### config.mk
export PLATFORM = sky130hd
export DESIGN_NAME = mintermOrArray
export DESIGN_NICKNAME = d
export VERILOG_FILES = /design/src/rtl/mintermOrPkg.sv /design/src/rtl/mintermOrCtrl.sv /design/src/rtl/mintermOrPath.sv /design/src/rtl/mintermOrArray.sv
export SDC_FILE = /design/constraint.sdc
export NUM_CORES = 1
export LEC_CHECK = 0
export BUFFER_PORTS_ARGS = -buffer_cell sky130_fd_sc_hd__buf_2
export CAP_MARGIN = 20
export CELL_PAD_IN_SITES_DETAIL_PLACEMENT = 0
export CELL_PAD_IN_SITES_GLOBAL_PLACEMENT = 2
export CORE_MARGIN = 1.5
export CORE_UTILIZATION = 44
export DETAILED_ROUTE_END_ITERATION = 10
export PLACE_DENSITY = 0.91
export SLEW_MARGIN = 20
export SYNTH_ARGS = -nofsm -noshare
export SYNTH_HDL_FRONTEND = slang
export SYNTH_SLANG_ARGS = --single-unit
### constraint.sdc
create_clock -name clk -period 2.7 [get_ports clk]
set_clock_uncertainty 0.2 [all_clocks]
set_input_delay 0.27 -clock clk [delete_from_list [all_inputs] [get_ports clk]]
set_output_delay 0.27 -clock clk [all_outputs]
set_load 0.05 [all_outputs]
### src/rtl/mintermOrPkg.sv
package mintermOrPkg;
  localparam int IN_W   = 4;
  localparam int OUT_N  = 4;
  localparam int TERM_N = 1 << IN_W;
  localparam int SEL_W  = $clog2(OUT_N);

  typedef struct packed {
    logic [OUT_N-1:0]  load;
    logic [TERM_N-1:0] mask;
  } cfgStrobe_t;
endpackage

### src/rtl/mintermOrCtrl.sv
module mintermOrCtrl
  import mintermOrPkg::*;
(
  input  logic              clk,
  input  logic              rstN,
  input  logic              wrEn,
  input  logic [SEL_W-1:0]  sel,
  input  logic [TERM_N-1:0] mask,
  output cfgStrobe_t        strobe
);

  always_comb begin
    strobe.mask = mask;
    strobe.load = '0;
    if (wrEn) strobe.load[sel] = 1'b1;
  end


  one_target_chk: assert property (@(posedge clk) disable iff (!rstN)
    $onehot0(strobe.load));


  idle_no_load_chk: assert property (@(posedge clk) disable iff (!rstN)
    !wrEn |-> (strobe.load == '0));


  write_hits_chk: assert property (@(posedge clk) disable iff (!rstN)
    wrEn |-> ($countones(strobe.load) == 1));

endmodule

### src/rtl/mintermOrPath.sv
module mintermOrPath
  import mintermOrPkg::*;
(
  input  logic             clk,
  input  logic             rstN,
  input  cfgStrobe_t       strobe,
  input  logic [IN_W-1:0]  dataIn,
  output logic [OUT_N-1:0] dataOut
);

  logic [TERM_N-1:0] termHot;
  logic [TERM_N-1:0] maskQ [OUT_N];

  // fixed AND plane: one line per minterm index
  for (genvar t = 0; t < TERM_N; t++) begin : g_term
    assign termHot[t] = (dataIn == IN_W'(t));
  end


  single_term_chk: assert property (@(posedge clk) disable iff (!rstN)
    $countones(termHot) == 1);

  for (genvar o = 0; o < OUT_N; o++) begin : g_out
    always_ff @(posedge clk) begin
      if (!rstN)                maskQ[o] <= '0;
      else if (strobe.load[o])  maskQ[o] <= strobe.mask;
    end

    assign dataOut[o] = |(termHot & maskQ[o]);


    reset_clear_chk: assert property (@(posedge clk) disable iff (!rstN)
      !$past(rstN) |-> (maskQ[o] == '0));


    load_capture_chk: assert property (@(posedge clk) disable iff (!rstN)
      strobe.load[o] |=> (maskQ[o] == $past(strobe.mask)));


    hold_mask_chk: assert property (@(posedge clk) disable iff (!rstN)
      !strobe.load[o] |=> $stable(maskQ[o]));


    empty_low_chk: assert property (@(posedge clk) disable iff (!rstN)
      (maskQ[o] == '0) |-> !dataOut[o]);


    full_high_chk: assert property (@(posedge clk) disable iff (!rstN)
      (&maskQ[o]) |-> dataOut[o]);
  end

endmodule

### src/rtl/mintermOrArray.sv
module mintermOrArray
  import mintermOrPkg::*;
(
  input  logic              clk,
  input  logic              rstN,
  input  logic              cfgWrEn,
  input  logic [SEL_W-1:0]  cfgSel,
  input  logic [TERM_N-1:0] cfgMask,
  input  logic [IN_W-1:0]   dataIn,
  output logic [OUT_N-1:0]  dataOut
);

  cfgStrobe_t strobe;

  mintermOrCtrl ctrl_i (
    .clk    (clk),
    .rstN   (rstN),
    .wrEn   (cfgWrEn),
    .sel    (cfgSel),
    .mask   (cfgMask),
    .strobe (strobe)
  );

  mintermOrPath path_i (
    .clk     (clk),
    .rstN    (rstN),
    .strobe  (strobe),
    .dataIn  (dataIn),
    .dataOut (dataOut)
  );

endmodule

# Word level (Yosys, flattened, before mapping)
# Memories as Yosys holds them, arrays and structs flattened.
# Index checks and enable logic that the tools add are counted.
# W data, S select, Z words.
# classes
order_cmp,2
mux,20
reduce_logical,6
eq_ne,15
bitwise,8
# ops
op,count
$and A16 B16 Y16,4
$mux W16,4
$reduce_or A16 Y1,4
$eq A4 B4 Y1 const B,8
$eq A4 B3 Y1 const B,4
$mux W1,14
$eq A4 B2 Y1 const B,2
$eq A4 B1 Y1 const B,1
$logic_not A4 Y1,1
$mux W4,1
$or A1 B1 Y1,4
$lt A2 B3 Y1 const B,1
$demux W1 S2,1
$ge A2 B1 Y1 const B,1
$logic_and A1 B1 Y1,1
# totals
ram_bits,64
output_inout_bits,4
memories,1
ff_bits,0
# mem_list
memory,depth,word_bits,read_ports,rd_ports_with_merged_regs,write_ports,line,rtl
path_i.maskQ,4,16,4,0,4,mintermOrPath.sv:12,logic [TERM_N-1:0] maskQ [OUT_N];

# Longest topological paths before layout
# depth
depth_word,9
mapped_depth,6
mapped_depth_nobuf,4

# Modules after synthesis
# Synthesis repeated with hierarchy kept, for this count alone.
# hier_totals
hier_cells,247
area_unflattened_um2,3165.5
# modules_own_cells
mod,area_each_um2,seq_area_each_um2,cells_per_inst,n_inst
mintermOrPath,3007.9,1921.8,227,1
mintermOrCtrl,157.7,0.0,20,1

# Worst setup path before layout
# Ideal clock, no wire load.
# synth_timing
path_kind,input-to-output
start,input port dataIn[2]
end,output port dataOut[0]
path_buffers,2
slack_ns,0.681
arrival_ns,1.549
stages,6
cell_sequence,clkbuf_1 -> buf_2 -> mux2i_1 -> o22ai_1 -> nor2_1 -> nand4_1
# synth_between
elab_chain_len,3
# synth_lines
element,line,rtl
from (decl),mintermOrArray.sv:9,"input logic [IN_W-1:0] dataIn,"
$eq A4 B1 Y1 (tied with other cells),mintermOrPath.sv:16,assign termHot[t] = (dataIn == IN_W'(t));
$and A16 B16 Y16 (*),mintermOrPath.sv:29,assign dataOut[o] = |(termHot & maskQ[o]);
$reduce_or A16 Y1 (*),mintermOrPath.sv:29,
to (decl),mintermOrArray.sv:10,output logic [OUT_N-1:0] dataOut
# Every way passes the cells marked *; elsewhere a longest branch is shown, timed or not.

# Final worst setup path
# layout_timing
start,input port dataIn[3]
end,output port dataOut[1]
# Same word-level chain as after synthesis.

==> metrics.md <==
| Metric | Value |
|---|---|
| Syn Nets | `267` |
| Leakage power total | `1.30 nW` |
| Via count | `1930` |
| Sequential area share after synthesis | `0.628` |
| DP Cell Count | `342` |
| Outcome | `finished clean` |
| Post-cts hold buffer count | `0` |
| Layout area overhead | `11.4%` |
| 1st-pass router iterations | `4` |
| Grt ovf | `0` |
| CP Capture Type | `output port` |
| CTS Sinks | `64` |
| Met2 WL | `3050 µm` |
| Ys Warns | `0` |
| Placeable core area | `0.00676 mm²` |
| Met3 WL post-DR | `233 µm` |
| Syn Inst Count | `242` |
| DP Area | `0.00326 mm²` |
| Maximum number of pins on one net before global-route repair | `20` |
| Fin Setup TNS | `0 ps` |
| Chip height | `86.4 µm` |
| Max reg flops | `64` |
| Fin crit share | `0.864` |
| Max Used Layer | `met4` |
| Clk pin slew, worst setup/hold paths | `60 ps` |
| Number of diodes | `0` |
| Initial Utilization | `0.453` |
| Fraction of layout cells with a size suffix above 1 | `0.184` |
| Layout Cells excl Fill | `357` |
| I/O pin total | `29` |
| Tmin final | `2330 ps` |
| Setup crit start kind | `input port` |
| GP Congestion | `0.754` |
| Overall routed net length | `6340 µm` |
| Metal-1 WL | `2910 µm` |
| Vias in the first global route | `1816` |
| DP HPWL | `4210 µm` |
| Slew HR | `0.444` |
| Flops & latches, synth | `64` |
| Final nets | `298` |
| Cts bufs inserted | `9` |
| Die ar. | `0.00747 mm²` |
| Unrepaired setup endpoints after global routing | `false` |
| Peak supply drop | `0.000385 V` |
| Top Registers | `path_i.maskQ x64` |
| Initial antenna violation count | `0` |
| Worst hold path class | `input port to flip-flop` |
| TritonCTS clock tree | `done` |
| Synth cell types | `31` |
| DIE WIDTH | `86.4 µm` |
| H-tree Lvls | `3` |
| Clock Tree Root | `clkbuf_8` |
| DR WL/cell | `17.8 µm` |
| Post-CTS Setup Inserts | `0` |
| Arr. time, crit path | `1860 ps` |
| # resized after CTS | `0` |
| Residual DRC | `0` |
| Post-DR vias/cell | `5.41` |
| Most frequent cells in the layout | `64 x and2_1, 64 x edfxtp_1, 28 x buf_2` |
| First-pass GRT wire length | `9600 µm` |
| Avg Cell Area, Syn | `12.7 µm²` |
| Row Count | `30` |
| Post-layout util | `0.505` |
| IO Port Bufs | `28` |
| Max-Cap Viols | `0` |
| Setup-failing EPs final | `0` |
| Finished Cell Area | `0.00341 mm²` |
| Largest Register | `path_i.maskQ` |
| Worst EP required | `2230 ps` |
| Initial DRC Count | `116` |
| CTS Buffer Depth | `2` |
| Setup CP Type | `input port to output port` |
| Slew Viols, Final | `0` |
| Worst-path fanout max | `16` |
| Pwr per Cell Area | `605 mW/mm²` |
| Final Hold Fails | `0` |
| Final ANT Viol Nets | `0` |
| Synthesized area | `0.00306 mm²` |
| Pin slew with the least headroom to its limit | `832 ps` |
| Top achievable clock speed | `429 MHz` |
| Total global-route track usage | `0.179` |
| Hold_ws | `47.0 ps` |
==> logic make-up after synthesis <==
| group | share of synthesized area |
|---|---|
| AO/OA/AOI/OAI | 0.0736 |
| buffers and inverters | 0.0343 |
| flip-flops | 0.628 |
| multiplexers | 0.0421 |
| AND/OR/NAND/NOR | 0.222 |
==> report_power, final <==
group          internal (mW)  switching [mW]
Clock                  0.323           0.328
Combinational         0.0732           0.147
Sequential              1.17          0.0202
==> final cells by class <==
cell class	instances	area, µm²
Tap cell	80	100
Multi-Input combinational cell	157	1030
Clock inverter	2	7.51
Fill cell	623	3350
Inverter	8	30.0
Clock buffer	13	139
Sequential cell	64	1920
Timing Repair Buffer	33	178
==> worst max-delay path, stage by stage <==
cell	delay, ps
buf_2	260
and2b_1	490
a22oi_1	160
or3_1	320
nand4_1	90
buf_2	260
==> cell usage after synthesis (all sizes together) <==
library cell / number / share of area
nand2: 15 / 0.019
nor3b: 2 / 0.0082
o22a: 4 / 0.011
and2: 64 / 0.13
inv: 8 / 0.0098
or3b: 1 / 0.0029
nor2: 6 / 0.0074
nand3: 1 / 0.0016
nor3: 1 / 0.0033
clkbuf: 8 / 0.010
buf: 5 / 0.014
nand4: 5 / 0.010
edfxtp: 64 / 0.63
mux2: 4 / 0.016
nand4b: 1 / 0.0029
nand2b: 4 / 0.0082
a22oi: 12 / 0.031
o21ai: 4 / 0.0065
or3: 5 / 0.010
mux2i: 8 / 0.026
nor2b: 1 / 0.0020
o22ai: 12 / 0.025
and2b: 1 / 0.0025
nand3b: 2 / 0.0049
and3: 4 / 0.0082
==> through the flow <==
stage / total power, mW / setup slack, ps
after floorplan: 1.35 / 681
after global placement: 1.43 / 435
after detailed placement: 1.43 / 369
after CTS: 2.07 / 378
after global routing: 2.13 / 236
final: 2.06 / 368
==> final timing paths <==
check        start                   to  slack (ps)  depth (start not counted)
min    cfgMask[10]  path_i.maskQ[3][10]          50                          2
max      dataIn[3]           dataOut[1]         370                          6
==> layer usage <==
metal	global-route usage	vias to the layer above
li1	-	935
met5	0	-
met2	0.281	48
met3	0.0267	11
met1	0.240	936
met4	0.0982	0
Power figures use the tool's default switching activity.
